[src/rtl/rgn_pkg.sv]
package rgn_pkg;

  localparam int ATTR_BITS = 4;

  typedef enum logic [1:0] {
    K_LOAD  = 2'd0,
    K_STORE = 2'd1,
    K_FETCH = 2'd2,
    K_LOAD2 = 2'd3
  } kind_e;

  typedef enum logic [1:0] {
    CM_BYPASS = 2'd0,
    CM_WTHRU  = 2'd1,
    CM_WBACK  = 2'd2,
    CM_ISOL   = 2'd3
  } cmode_e;

  typedef enum logic [1:0] {
    FLT_NONE  = 2'd0,
    FLT_LOAD  = 2'd1,
    FLT_STORE = 2'd2,
    FLT_FETCH = 2'd3
  } fault_e;

  typedef struct packed {
    logic   rd;
    logic   wr;
    logic   ex;
    cmode_e cm;
  } perm_t;

  // Fixed attribute decode: rights and cache mode per code
  function automatic perm_t attr_decode(input logic [ATTR_BITS-1:0] code);
    perm_t p;
    p = '{rd: 1'b0, wr: 1'b0, ex: 1'b0, cm: CM_BYPASS};
    case (code)
      4'd0:  p = '{rd: 1'b1, wr: 1'b1, ex: 1'b0, cm: CM_WTHRU};
      4'd1:  p = '{rd: 1'b1, wr: 1'b1, ex: 1'b1, cm: CM_WTHRU};
      4'd2:  p = '{rd: 1'b1, wr: 1'b1, ex: 1'b1, cm: CM_BYPASS};
      4'd3:  p = '{rd: 1'b0, wr: 1'b0, ex: 1'b1, cm: CM_WBACK};
      4'd4,
      4'd5:  p = '{rd: 1'b1, wr: 1'b1, ex: 1'b1, cm: CM_WBACK};
      4'd14: p = '{rd: 1'b1, wr: 1'b1, ex: 1'b0, cm: CM_ISOL};
      default: p = '{rd: 1'b0, wr: 1'b0, ex: 1'b0, cm: CM_BYPASS};
    endcase
    return p;
  endfunction

  // Right needed by an access kind
  function automatic logic kind_allowed(input kind_e k, input perm_t p);
    case (k)
      K_STORE: return p.wr;
      K_FETCH: return p.ex;
      default: return p.rd;
    endcase
  endfunction

  function automatic fault_e kind_fault(input kind_e k);
    case (k)
      K_STORE: return FLT_STORE;
      K_FETCH: return FLT_FETCH;
      default: return FLT_LOAD;
    endcase
  endfunction

endpackage

[src/rtl/rgn_table.sv]
module rgn_table #(
  parameter int IDX_W      = 3,
  parameter int ATTR_W     = 4,
  parameter int RESET_ATTR = 2
) (
  input  logic              clk,
  input  logic              rst_n,
  input  logic              we_i,
  input  logic [IDX_W-1:0]  widx_i,
  input  logic [IDX_W-1:0]  wbase_i,
  input  logic [ATTR_W-1:0] wattr_i,
  input  logic [IDX_W-1:0]  ridx_i,
  output logic [IDX_W-1:0]  rbase_o,
  output logic [ATTR_W-1:0] rattr_o
);
  localparam int N_ENT = 1 << IDX_W;

  logic [IDX_W-1:0]  base_q [N_ENT];
  logic [ATTR_W-1:0] attr_q [N_ENT];

  always_ff @(posedge clk or negedge rst_n) begin
    if (!rst_n) begin
      for (int i = 0; i < N_ENT; i++) begin
        base_q[i] <= IDX_W'(i);
        attr_q[i] <= ATTR_W'(RESET_ATTR);
      end
    end else if (we_i) begin
      base_q[widx_i] <= wbase_i;
      attr_q[widx_i] <= wattr_i;
    end
  end

  assign rbase_o = base_q[ridx_i];
  assign rattr_o = attr_q[ridx_i];


  wr_land_chk: assert property (@(posedge clk) disable iff (!rst_n)
    we_i |=> (base_q[$past(widx_i)] == $past(wbase_i)) &&
             (attr_q[$past(widx_i)] == $past(wattr_i)));

endmodule

[src/rtl/rgn_check.sv]
module rgn_check
  import rgn_pkg::*;
(
  input  kind_e                kind_i,
  input  logic [ATTR_BITS-1:0] attr_i,
  output cmode_e               cmode_o,
  output fault_e               fault_o,
  output logic                 granted_o
);
  perm_t perm;

  always_comb begin
    perm      = attr_decode(attr_i);
    granted_o = kind_allowed(kind_i, perm);
    cmode_o   = perm.cm;
    fault_o   = granted_o ? FLT_NONE : kind_fault(kind_i);
  end

  always_comb begin

    if (fault_o == FLT_STORE) begin
      store_cause_chk: assert (kind_i == K_STORE);
    end

    if (cmode_o == CM_ISOL) begin
      isol_rights_chk: assert (attr_i == 4'd14);
    end
  end

endmodule

[src/rtl/rgn_xlat.sv]
module rgn_xlat
  import rgn_pkg::*;
#(
  parameter int ADDR_W = 32,
  parameter int IDX_W  = 3,
  parameter int ATTR_W = ATTR_BITS
) (
  input  logic              clk,
  input  logic              rst_n,
  input  logic              lk_valid,
  input  logic [1:0]        lk_kind,
  input  logic [ADDR_W-1:0] lk_addr,
  input  logic              wr_en,
  input  logic              wr_side,
  input  logic [IDX_W-1:0]  wr_idx,
  input  logic [IDX_W-1:0]  wr_base,
  input  logic [ATTR_W-1:0] wr_attr,
  output logic              rs_valid,
  output logic [ADDR_W-1:0] rs_paddr,
  output logic [1:0]        rs_cache,
  output logic [1:0]        rs_cause
);
  localparam int OFF_W   = ADDR_W - IDX_W;
  localparam int N_SIDES = 2;

  function automatic logic [ADDR_W-1:0] form_paddr(input logic [IDX_W-1:0] base,
                                                   input logic [ADDR_W-1:0] va);
    return {base, va[OFF_W-1:0]};
  endfunction

  kind_e             lk_k;
  logic              look_side;
  logic [IDX_W-1:0]  lk_idx;
  logic [IDX_W-1:0]  side_base [N_SIDES];
  logic [ATTR_W-1:0] side_attr [N_SIDES];
  logic [IDX_W-1:0]  sel_base;
  logic [ATTR_W-1:0] sel_attr;
  cmode_e            look_cmode;
  fault_e            look_fault;
  logic              look_granted;

  assign lk_k      = kind_e'(lk_kind);
  assign look_side = (lk_k != K_FETCH);
  assign lk_idx    = lk_addr[ADDR_W-1 -: IDX_W];

  for (genvar s = 0; s < N_SIDES; s++) begin : g_side
    rgn_table #(.IDX_W(IDX_W), .ATTR_W(ATTR_W), .RESET_ATTR(2)) u_tab (
      .clk     (clk),
      .rst_n   (rst_n),
      .we_i    (wr_en && (wr_side == 1'(s))),
      .widx_i  (wr_idx),
      .wbase_i (wr_base),
      .wattr_i (wr_attr),
      .ridx_i  (lk_idx),
      .rbase_o (side_base[s]),
      .rattr_o (side_attr[s])
    );
  end

  assign sel_base = side_base[look_side];
  assign sel_attr = side_attr[look_side];

  rgn_check u_chk (
    .kind_i    (lk_k),
    .attr_i    (sel_attr),
    .cmode_o   (look_cmode),
    .fault_o   (look_fault),
    .granted_o (look_granted)
  );

  always_ff @(posedge clk or negedge rst_n) begin
    if (!rst_n) begin
      rs_valid <= 1'b0;
      rs_paddr <= '0;
      rs_cache <= '0;
      rs_cause <= '0;
    end else begin
      rs_valid <= lk_valid;
      if (lk_valid) begin
        rs_paddr <= form_paddr(sel_base, lk_addr);
        rs_cache <= look_cmode;
        rs_cause <= look_fault;
      end else begin
        rs_paddr <= '0;
        rs_cache <= '0;
        rs_cause <= '0;
      end
    end
  end


  rsp_follow_chk: assert property (@(posedge clk) disable iff (!rst_n)
    lk_valid |=> rs_valid);


  rsp_idle_chk: assert property (@(posedge clk) disable iff (!rst_n)
    !lk_valid |=> !rs_valid && (rs_cause == 2'd0) && (rs_paddr == '0));


  low_bits_chk: assert property (@(posedge clk) disable iff (!rst_n)
    lk_valid |=> rs_paddr[OFF_W-1:0] == $past(lk_addr[OFF_W-1:0]));


  grant_cause_chk: assert property (@(posedge clk) disable iff (!rst_n)
    lk_valid |=> ((rs_cause == 2'd0) == $past(look_granted)));

endmodule

[config.mk]
export PLATFORM = sky130hd
export DESIGN_NAME = rgn_xlat
export DESIGN_NICKNAME = d
export VERILOG_FILES = /design/src/rtl/rgn_pkg.sv /design/src/rtl/rgn_table.sv /design/src/rtl/rgn_check.sv /design/src/rtl/rgn_xlat.sv
export SDC_FILE = /design/constraint.sdc
export NUM_CORES = 1
export LEC_CHECK = 0
export CAP_MARGIN = 20
export CORE_MARGIN = 4
export CORE_UTILIZATION = 35
export CTS_CLUSTER_DIAMETER = 100
export DETAILED_ROUTE_END_ITERATION = 7
export HOLD_SLACK_MARGIN = 0.06
export PLACE_DENSITY = 0.55
export SLEW_MARGIN = 20
export SYNTH_ARGS = -nofsm -noshare
export SYNTH_HDL_FRONTEND = slang
export SYNTH_SLANG_ARGS = --single-unit
export TNS_END_PERCENT = 50
[constraint.sdc]
create_clock -name clk -period 4.4 [get_ports clk]
set_clock_uncertainty 0.15 [all_clocks]
set_input_delay 0.44 -clock clk [delete_from_list [all_inputs] [get_ports clk]]
set_output_delay 0.44 -clock clk [all_outputs]
set_load 0.05 [all_outputs]
==> flow_summary.ini <==
[sta]
finalHoldViolCount = 0
max_slew_margin_pct = 30.8
worst_slack_setup_final_ns = 1.58
sum_neg_setup_slack_ns = 0
final.period_utilization_pct = 64.1
timing.fmax_mhz = 355
min_period_ns = 2.82
fin_hold_ws_ns = 0.347
timing_worst_slew_pin_value_ns = 1.03
final_setup_violation_count = 0
final_max_slew_viol_count = 0
grt_setup_unrepaired = false

[setup_path]
max_stage_delay_ns = 0.81
worstPathArrival_ns = 3.00
required_ns = 4.58
criticalPathCategory = input pin to flop
cp-end-kind = flop
crit_path_start_kind = input pin
critical_path_peak_fanout = 10
crit_path_cell_trace = clkdlybuf4s50_1, buf_4, mux4_2, mux2_2, a311oi_1, o211ai_1, o2111a_1, nor3_1
worst_path_buffer_plus_inverter_count = 2
critical-path-top-delay-family = buffers and inverters
crit_path_top_delay_cell = clkdlybuf4s50_1

[job]
drv.max_cap_violation_count = 0

[final_layout]
antennaDiodeCount = 0
post_route_cells_drive_above_1_share_pct = 41.4
syn2layout_area_growth_pct = 26.0
layout.cell_area.non_filler_um2 = 8250
final_nets = 562

[synth]
synth_warnings = 0
synthArstFlopShare_pct = 100
netlist.area_leader.share_pct = 41.7
synth_area_um2 = 6540
postSynthCellCount = 424
cell_types_occupying_the_most_area_after_synthesis = dfrtp_1, mux2_2, dfstp_2
count_of_flip_flops_with_a_built_in_enable_after_synthesis = 0
synth_largest_area_cell = dfrtp_1
synth_ff_type = dfrtp_1
synth_cell_type_count = 36
part_of_the_yosys_area_used_for_sequential_elements_pct = 57.8
synth-seq-cells = 149
postSynthNetCount = 475
avgSynthCellArea_um2 = 15.4

[die]
die_height_um = 145
rows = 49
design.portCount = 86
floorplan.initialDensity_pct = 36.1
die_area_um2 = 20900
fp.dieW_um = 145
core_region_area_um2 = 18100

[power]
static_power_due_to_leakage_uw = 0.00341
switching_share_pct = 24.5
power_per_cell_area_nw_per_um2 = 500
switching_power_uw = 1010
ir_worst_vdd_uv = 278
power_frac_comb_pct = 18.2
clockPowerShare_pct = 37.6
p_int_uw = 3110
pwr-share-seq_pct = 44.2

[grt]
grt_use_total_pct = 14.7
use_met2_pct = 23.9
grt_first_pass_wirelength_um = 22800
grt_max_degree = 87
overflow_left_after_global_routing = 0
fraction_of_met3_tracks_used_by_global_routing_pct = 3.81
grtUsageMet1_pct = 19.7
busiest_layer = met2
first_global_vias = 4018
initial_antenna_violation_count = 0

[clocking]
clkLatencyLatePin_ns = 0.42
htree_num_levels = 4
cts_root_buffer = clkbuf_16
clock_sinks = 149
clock_tree_from_tritoncts = done
cts.clk_slew.worst_paths_ns = 0.06
cts_made_buffers = 17
max-clock-path-buffers = 2

[drt]
routedWlPerCell_um = 19.5
detail_route.drc_violations = 0
route.detailed.vias_per_inst = 5.03
via_count = 3790
first_iter_violations = 108
ant_nets = 0
drt-pass1-iter-count = 4
postRouteWirelength_um = 14700

[placement]
place_ws_ns = 1.11
postPlaceCellArea_um2 = 7590
dpl.hpwl_um = 10100
placement.io_buffers = 85
routabilityCongestion = 0.797

[status]
outcome = completed

[min_path]
timing.hold.worst.class = flop to flop
[kinds of logic after synthesis]
logic type	synth area share, %
DFF	57.8
muxes	30.8
and+or+nand+nor	7.71
buffers and inverters	2.08
AOI/OAI and AO/OA	1.30
adders and majority gates	0.382
[registers in the layout (all words and copies together) (netlist names)]
name,flops
rs_cause,2
g_side.u_tab.base_q,48
rs_valid,1
g_side.u_tab.attr_q,64
rs_cache,2
rs_paddr,32
[worst paths after layout]
| path | from | end | slack, ns | cells after the start |
|---|---|---|---|---|
| setup / recovery | lk_addr[31] | rs_cause[0] | 1.58 | 8 |
| hold / removal | g_side[1].u_tab.attr_q[27] | g_side[1].u_tab.attr_q[27] | 0.35 | 1 |
| setup reg to reg | g_side[1].u_tab.attr_q[9] | rs_cause[0] | 2.19 | 6 |
| hold reg to reg | g_side[1].u_tab.attr_q[27] | g_side[1].u_tab.attr_q[27] | 0.35 | 1 |
| max in group asynchronous | rst_n | g_side[1].u_tab.base_q[11] | 2.62 | 3 |
| min in group asynchronous | rst_n | rs_paddr[22] | 0.47 | 2 |
[per-stage QoR]
stage	cells	total power, µW	util (%)
finish	753	4120	45.4
global route	753	4320	45.4
CTS	753	4180	45.4
detailed placement	720	2610	41.8
global placement	720	2570	41.8
floorplan	424	2340	-
[cells in the final DEF, fill, tap and decap left out, types with 2 or more instances in the layout]
master and count:
a22oi_1 2, a31oi_1 4, and2_1 34, buf_4 5, bufinv_16 4, clkbuf_16 17, clkbuf_8 3, clkdlybuf4s50_1 83
clkinv_4 3, clkinvlp_4 3, dfrtp_1 109, dfstp_2 40, ha_1 2, inv_1 4, mux2_2 114, mux2i_1 5
mux4_1 7, mux4_2 22, nand2_1 10, nand2b_1 3, nand3_1 6, nand3b_1 6, nor2_1 13, nor2b_1 4
nor3_1 2, or3_1 2
[area by class of cell]
type                            instances  area [µm²]
Multi-Input combinational cell        248        2630
Clock buffer                           21         470
Clock inverter                         11         174
Sequential cell                       149        3780
Timing Repair Buffer                   91         895
Fill cell                            1603        9900
Inverter                                4        15.0
Tap cell                              229         287
[synth_stat cells, types with 2 or more instances]
| cell | count |
|---|---|
| nand2_1 | 10 |
| nand2b_1 | 3 |
| buf_4 | 2 |
| and2_1 | 34 |
| nor3_1 | 2 |
| dfrtp_1 | 109 |
| nor2_1 | 13 |
| mux4_1 | 7 |
| clkbuf_1 | 16 |
| a31oi_1 | 4 |
| nand3b_1 | 6 |
| a22oi_1 | 2 |
| or3_1 | 2 |
| buf_2 | 3 |
| mux2i_1 | 5 |
| nand3_1 | 6 |
| nor2b_1 | 4 |
| dfstp_2 | 40 |
| inv_1 | 4 |
| ha_1 | 2 |
| mux2_2 | 114 |
| mux4_2 | 22 |
[power by group through the flow]
stage          clock network [µW]  registers, µW  logic [µW]
5_1_grt                      1650           1850         813
6_report                     1550           1820         751
2_1_floorplan                   0           1890         453
3_3_place_gp                    0           1830         742
3_5_place_dp                    0           1850         760
4_1_cts                      1600           1820         763
[layer usage]
metal,part of all wire (%),up-vias
met4,0.89,0
met2,48,108
met1,46,1952
met5,0,-
met3,5.1,11
li1,-,1719
[timing repair]
item,in CTS,in global routing
hold endpoints to repair,56,0
gates resized for setup,0,0
endpoints found under the setup margin,0,0
buffers inserted,0,0
hold buffers,1,0
Power figures use the tool's default switching activity.
